$ cat config.mk
export PLATFORM = sky130hd
export DESIGN_NAME = mmt_timer
export DESIGN_NICKNAME = d
export VERILOG_FILES = /design/src/rtl/mmt_pkg.sv /design/src/rtl/mmt_insync.sv /design/src/rtl/mmt_prescaler.sv /design/src/rtl/mmt_counter.sv /design/src/rtl/mmt_timer.sv
export SDC_FILE = /design/constraint.sdc
export NUM_CORES = 1
export LEC_CHECK = 0
export ABC_AREA = 0
export BUFFER_PORTS_ARGS = -buffer_cell sky130_fd_sc_hd__buf_4
export CORE_MARGIN = 2
export CORE_UTILIZATION = 40
export CTS_CLUSTER_SIZE = 28
export DETAILED_ROUTE_END_ITERATION = 8
export PLACE_DENSITY = 0.66
export SETUP_SLACK_MARGIN = 0.5
export SKIP_CTS_REPAIR_TIMING = 1
export SLEW_MARGIN = 20
export SYNTH_ARGS = -nofsm -noshare
export SYNTH_HDL_FRONTEND = slang
export SYNTH_SLANG_ARGS = --single-unit
$ cat constraint.sdc
create_clock -name clk -period 1.4 [get_ports clk]
set_input_delay 0 -clock clk [delete_from_list [all_inputs] [get_ports clk]]
set_output_delay 0 -clock clk [all_outputs]
set_load 0.05 [all_outputs]
$ cat src/rtl/mmt_pkg.sv
`timescale 1ns/1ps
package mmt_pkg;

  localparam int BUS_W  = 8;
  localparam int MODE_W = 4;
  localparam int CTL_W  = MODE_W + 1;
  localparam int PRE_W  = 8;

  typedef enum logic [1:0] {
    CLS_STOP  = 2'd0,
    CLS_DELAY = 2'd1,
    CLS_EVENT = 2'd2,
    CLS_PULSE = 2'd3
  } mmt_cls_e;

  // Map a stored mode code onto its operating class.
  function automatic mmt_cls_e mode_class(input logic [MODE_W-1:0] m);
    mmt_cls_e c;
    if (m == '0)                    c = CLS_STOP;
    else if (!m[MODE_W-1])          c = CLS_DELAY;
    else if (m[MODE_W-2:0] == '0)   c = CLS_EVENT;
    else                            c = CLS_PULSE;
    return c;
  endfunction

  // Terminal value of the prescaler (divisor minus one) per select code.
  function automatic logic [PRE_W-1:0] pre_limit(input logic [MODE_W-2:0] sel);
    logic [PRE_W-1:0] l;
    case (sel)
      3'd1:    l = PRE_W'(3);
      3'd2:    l = PRE_W'(9);
      3'd3:    l = PRE_W'(15);
      3'd4:    l = PRE_W'(49);
      3'd5:    l = PRE_W'(63);
      3'd6:    l = PRE_W'(99);
      3'd7:    l = PRE_W'(199);
      default: l = PRE_W'(3);
    endcase
    return l;
  endfunction

endpackage

$ cat src/rtl/mmt_insync.sv
`timescale 1ns/1ps
module mmt_insync #(
  parameter int STAGES = 2
) (
  input  logic clk,
  input  logic rst_n,
  input  logic pin,
  input  logic inv,
  output logic level,
  output logic rise,
  output logic fall
);

  logic [STAGES-1:0] sync_q;
  logic [STAGES-1:0] sync_d;
  logic              prev_q;

  always_comb begin
    sync_d = {sync_q[STAGES-2:0], pin ^ inv};
  end

  always_ff @(posedge clk or negedge rst_n) begin
    if (!rst_n) begin
      sync_q <= '0;
      prev_q <= 1'b0;
    end else begin
      sync_q <= sync_d;
      prev_q <= sync_q[STAGES-1];
    end
  end

  assign level = sync_q[STAGES-1];
  assign rise  = level & ~prev_q;
  assign fall  = ~level & prev_q;

endmodule

$ cat src/rtl/mmt_prescaler.sv
`timescale 1ns/1ps
module mmt_prescaler
  import mmt_pkg::*;
(
  input  logic              clk,
  input  logic              rst_n,
  input  logic              run,
  input  logic              clr,
  input  logic [MODE_W-2:0] sel,
  output logic              tick
);

  logic [PRE_W-1:0] pre_q;
  logic [PRE_W-1:0] pre_d;
  logic [PRE_W-1:0] lim;
  logic             at_lim;
  logic             pre_en;

  always_comb begin
    lim    = pre_limit(sel);
    at_lim = (pre_q == lim);
    tick   = run & ~clr & at_lim;
    pre_en = clr | run | (pre_q != '0);
    if (clr || !run || at_lim) pre_d = '0;
    else                       pre_d = pre_q + 1'b1;
  end

  always_ff @(posedge clk or negedge rst_n) begin
    if (!rst_n)      pre_q <= '0;
    else if (pre_en) pre_q <= pre_d;
  end

endmodule

$ cat src/rtl/mmt_counter.sv
`timescale 1ns/1ps
module mmt_counter #(
  parameter int CNT_W = 8
) (
  input  logic             clk,
  input  logic             rst_n,
  input  logic             dec,
  input  logic             wr_rel,
  input  logic             load_now,
  input  logic [CNT_W-1:0] wdata,
  output logic [CNT_W-1:0] cnt,
  output logic             tmo,
  output logic             hit
);

  localparam logic [CNT_W-1:0] ONE = CNT_W'(1);

  logic [CNT_W-1:0] cnt_q, cnt_d;
  logic [CNT_W-1:0] rel_q, rel_d;
  logic             cnt_en;
  logic             tmo_q, tmo_d;

  always_comb begin
    hit    = dec & ~load_now & (cnt_q == ONE);
    cnt_en = load_now | dec;
    rel_d  = wdata;
    if (load_now)  cnt_d = wdata;
    else if (hit)  cnt_d = rel_q;
    else           cnt_d = cnt_q - ONE;
    tmo_d  = hit ? ~tmo_q : tmo_q;
  end

  // Count and reload value are deliberately left out of reset.
  always_ff @(posedge clk) begin
    if (cnt_en) cnt_q <= cnt_d;
    if (wr_rel) rel_q <= rel_d;
  end

  always_ff @(posedge clk or negedge rst_n) begin
    if (!rst_n) tmo_q <= 1'b0;
    else        tmo_q <= tmo_d;
  end

  assign cnt = cnt_q;
  assign tmo = tmo_q;

endmodule

$ cat src/rtl/mmt_timer.sv
`timescale 1ns/1ps
module mmt_timer
  import mmt_pkg::*;
#(
  parameter bit FULL_MODES  = 1'b1,
  parameter int CNT_W       = 8,
  parameter int SYNC_STAGES = 2
) (
  input  logic             clk,
  input  logic             rst_n,
  input  logic             reg_wr,
  input  logic             reg_sel,
  input  logic [BUS_W-1:0] reg_wdata,
  output logic [BUS_W-1:0] reg_rdata,
  input  logic             ext_in,
  output logic             tmo,
  output logic             irq_evt
);

  localparam int CTL_PAD = BUS_W - CTL_W;

  // Reset: asserted asynchronously, released on a clock edge.
  logic [1:0] rst_pipe;
  logic       rst_s;

  always_ff @(posedge clk or negedge rst_n) begin
    if (!rst_n) rst_pipe <= '0;
    else        rst_pipe <= {rst_pipe[0], 1'b1};
  end
  assign rst_s = rst_pipe[1];

  logic ctl_wr, dat_wr;
  assign ctl_wr = reg_wr & ~reg_sel;
  assign dat_wr = reg_wr &  reg_sel;

  // Mode register; the variant decides which codes can be stored.
  logic [MODE_W-1:0] mode_q, mode_d, mode_wr;
  logic              pol_q, pol_d;

  generate
    if (FULL_MODES) begin : g_full
      assign mode_wr = reg_wdata[MODE_W-1:0];
    end else begin : g_dly
      assign mode_wr = {1'b0, reg_wdata[MODE_W-2:0]};
    end
  endgenerate

  logic unused_wbits;
  assign unused_wbits = ^{reg_wdata[BUS_W-1:CTL_W], reg_wdata[MODE_W-1]};

  always_comb begin
    mode_d = mode_wr;
    pol_d  = reg_wdata[MODE_W];
  end

  always_ff @(posedge clk or negedge rst_s) begin
    if (!rst_s) begin
      mode_q <= '0;
      pol_q  <= 1'b0;
    end else if (ctl_wr) begin
      mode_q <= mode_d;
      pol_q  <= pol_d;
    end
  end

  mmt_cls_e cls;
  assign cls = mode_class(mode_q);

  // Input conditioning.
  logic gate_lvl, evt_rise, gate_fall;

  mmt_insync #(.STAGES(SYNC_STAGES)) u_sync (
    .clk   (clk),
    .rst_n (rst_s),
    .pin   (ext_in),
    .inv   (pol_q),
    .level (gate_lvl),
    .rise  (evt_rise),
    .fall  (gate_fall)
  );

  // Prescaler.
  logic pre_run, pre_tick;
  assign pre_run = (cls == CLS_DELAY) | ((cls == CLS_PULSE) & gate_lvl);

  mmt_prescaler u_pre (
    .clk   (clk),
    .rst_n (rst_s),
    .run   (pre_run),
    .clr   (ctl_wr),
    .sel   (mode_q[MODE_W-2:0]),
    .tick  (pre_tick)
  );

  // Down counter.
  logic             cnt_dec, cnt_load, cnt_hit;
  logic [CNT_W-1:0] cnt_val;

  always_comb begin
    case (cls)
      CLS_EVENT:           cnt_dec = evt_rise;
      CLS_DELAY,
      CLS_PULSE:           cnt_dec = pre_tick;
      default:             cnt_dec = 1'b0;
    endcase
    cnt_load = dat_wr & (cls == CLS_STOP);
  end

  mmt_counter #(.CNT_W(CNT_W)) u_cnt (
    .clk      (clk),
    .rst_n    (rst_s),
    .dec      (cnt_dec),
    .wr_rel   (dat_wr),
    .load_now (cnt_load),
    .wdata    (reg_wdata[CNT_W-1:0]),
    .cnt      (cnt_val),
    .tmo      (tmo),
    .hit      (cnt_hit)
  );

  // Interrupt event pulse.
  logic irq_q, irq_d;
  assign irq_d = cnt_hit | ((cls == CLS_PULSE) & gate_fall);

  always_ff @(posedge clk or negedge rst_s) begin
    if (!rst_s) irq_q <= 1'b0;
    else        irq_q <= irq_d;
  end
  assign irq_evt = irq_q;

  // Read mux.
  always_comb begin
    if (reg_sel) reg_rdata = BUS_W'(cnt_val);
    else         reg_rdata = {{CTL_PAD{1'b0}}, pol_q, mode_q};
  end

endmodule

==> results.md <==
* Status: finished with violations
* Failing checks: setup timing
* CP Capture Type: flip-flop
* Die height at 77.05 um
* Post-Synth XOR/XNOR Area at 6.565%
* Reg2Reg Depth at 7
* Die ar. at ~0.0059 mm2
* Reg-to-reg slack, setup at -0.85 ns
* CP Class: flip-flop to flip-flop
* Final core occ at 64.09%
* Longest Clk Path Bufs at 2
* Residual DRC at 0
* RSZ-0062 raised after global routing: yes
* Dpl hpwl at between 4000 and 5000 um
* I/O pin total at 23
* FF-to-FF Start: u_cnt.cnt[3]$_DFFE_PP_
* Buffers added on ports at 22
* Initial Util at between 40% and 50%
* Unique masters post-synth at 49
* Initial antenna violation count at 0
* Vias in the first global route at 1759
* Clk_lat worst skew at 0.29 ns
* Finish-stage setup viols at 26
* DR vias at 1971
* Synthesized instance count at 208
* # fillers at between 400 and 500
* Synth Area in Compound Gates at 18.58%
* Yosys reg bits at 36
* Routed WL at 5663 um
* First-pass GRT wire length at 8480 um
* DR vias/cell at 5.341
* Post-DR wirelength/cell at 15.35 um
* Power per cell area at 1084 mW/mm2
* Setup TNS at -16.02 ns
* GR Overflow Total at 0
* Syn. warnings at 0
* Worst VDD drop at roughly 0.00088 V
* Net Count, Synth at 225
* Largest family of logic cells by synthesized area: compound AO/OA/AOI/OAI gates
* CP startpoint: u_cnt.cnt[3]$_DFFE_PP_
* CP Launch Type: flip-flop
* Final Hold Viols at 0
* Arr. time, crit path at 2.37 ns
* Fin crit share at 161.1%
* Simple-Gate Fraction of Synth Area at 18.35%
* Register area share after synthesis at 45.96%
* Tot Pwr at 3.572 mW
* Setup WS pre-CTS at -0.8171 ns
* Max Cap Violations at 0
* Reg clk slew, reported paths at 0.08 ns
* Leakage at between 1 and 1.5 nW
* Fin worst setup slack at -0.8547 ns
* Post-synth top flop: dfrtp_1
* Clk_skew at 0.008152 ns
* Final Critical Period at ~2.3 ns
* Mapped Avg Cell Area at 10.26 um2
* Layout net count at around 320
* Placer Congestion at 0.8699
* Top cell type's share of synthesized area at a little under a quarter
* EDFF count, synth at 16
* Synth Cell Area at 0.002135 mm2
* Die width at 77.05 um
* Row count at 26
* Antenna Violating Nets Remaining at 0
* CP required at 1.51 ns
* Final Max Slew Viols at 0
* Clock Sinks at 36
* Diode count at 0
* # H-tree levels at 2
* Initial drt markers at roughly 110
* GRT Overall Usage at a little under a fifth
* Drt pass-1 iters at 4
* CTS tree: built
* Post-synth top area cell: dfrtp_1
* Worst hold path type: primary input to async pin
* Root buffer cell: clkbuf_8
* Cts bufs inserted at 5
* Core Area at 0.005140 mm2
* Share of layout cells above drive strength 1 at 47.16%
* Cell area after layout at 0.003294 mm2
* Post-synthesis adder-cell area fraction at 2.345%
* Fmax at approximately 0.44 GHz
* Placed cell area at 0.002823 mm2
* Area delta synth->final at 54.34%
* Area contributors post-synth: dfrtp_1 23%, edfxtp_1 23%, o221a_2 4.2%
* Mux contribution to synthesized area at 3.165%
* Maximum fanout along the worst path at 4
* Async SR Flop Fraction at a little under three fifths
* Largest net degree at the start of global routing at 12
## cells by family (layout without fill, tap and decap cells)
kind of cell	after synthesis	in the layout
flip-flops	36	36
other	1	1
adder cells (fa/ha/maj)	4	4
XOR/XNOR	16	16
multiplexers	6	6
AO/OA/AOI/OAI	49	49
AND/OR/NAND/NOR	71	71
buffers and inverters	25	116
## layout by cell type (no fill, tap or decap), types with 10 or more instances in the layout
| master | Yosys | routed |
|---|---|---|
| buf_4 | 1 | 61 |
| dfrtp_1 | 20 | 17 |
| buf_6 | 0 | 17 |
| edfxtp_1 | 16 | 16 |
| nand2_1 | 17 | 13 |
| inv_1 | 13 | 12 |
| nor2_1 | 10 | 10 |
| dlygate4sd3_1 | 0 | 10 |
## final cells by class
cell class	count	area (um2)	share of cell area, %
Clock inverter	1	6.256	0.1899
Multi-Input combinational cell	147	1231	37.37
Clock buffer	7	86.33	2.621
Timing Repair Buffer	95	849.6	25.79
Tap cell	70	87.58	2.659
Sequential cell	36	984.7	29.89
Inverter	13	48.80	1.481
## power breakdown
group	internal, mW	switching [mW]
clock	0.401	0.379
sequential	1.25	0.110
combinational	0.740	0.691
total	2.39	1.18
## path summary, 6_finish.rpt
| kind | to |
|---|---|
| worst max register to register | u_cnt.cnt[6]$_DFFE_PP_ |
| worst max-delay path | u_cnt.cnt[6]$_DFFE_PP_ |
| min in group clk | mode_q[3]$_DFFE_PN0P_ |
| worst min-delay path | rst_pipe[0]$_DFF_PN0_ |
| worst min register to register | irq_evt$_DFF_PN0_ |
| max in group asynchronous | mode_q[1]$_DFFE_PN0P_ |
## state kept, by name, summed over array words and instances (netlist names)
name           cells
pol_q              1
u_sync.sync_q      2
mode_q             4
u_pre.pre_q        8
u_cnt.rel_q        8
rst_pipe           2
irq_evt            1
u_sync.prev_q      1
u_cnt.cnt          8
u_cnt.tmo          1
## critical path: stages (launching register included)
cell,delay [ns]
edfxtp_1,0.40
or4_4,0.59
nor4b_4,0.29
buf_4,0.19
o21ai_4,0.07
nand2_2,0.09
o31ai_4,0.11
a221oi_2,0.33
## stage by stage
stage               hold slack, ns  instances
global route               0.02083        369
detailed placement         -0.2163        343
global placement           -0.2163        343
CTS                        -0.5339        351
finish                     0.03327        369
floorplan                  -0.2956        208
## cells in the mapped netlist (2+ instances only)
| library cell | count |
|---|---|
| nor4_1 | 3 |
| inv_1 | 13 |
| nor2_1 | 10 |
| mux2_2 | 6 |
| and3_1 | 3 |
| xnor2_1 | 8 |
| dfrtp_1 | 20 |
| nor2b_1 | 5 |
| o31ai_1 | 2 |
| edfxtp_1 | 16 |
| a221oi_1 | 4 |
| a21oi_1 | 6 |
| nand2_1 | 17 |
| buf_2 | 5 |
| o21ai_0 | 9 |
| ha_1 | 4 |
| or3_1 | 4 |
| clkbuf_1 | 6 |
| a2111o_1 | 4 |
| nand2b_1 | 2 |
| nand3_1 | 8 |
| o221a_2 | 8 |
| and2_1 | 3 |
| or2_2 | 2 |
| xor2_1 | 8 |
| nor3_1 | 6 |
| o221ai_1 | 4 |
## layer usage
layer	part of all wire (%)	vias to the layer above	global-route usage [%]
met5	0	-	0
met2	46	49	27.72
met4	1.4	0	5.536
li1	-	961	-
met3	4.7	8	3.647
met1	48	953	26.45
Power figures use the tool's default switching activity.
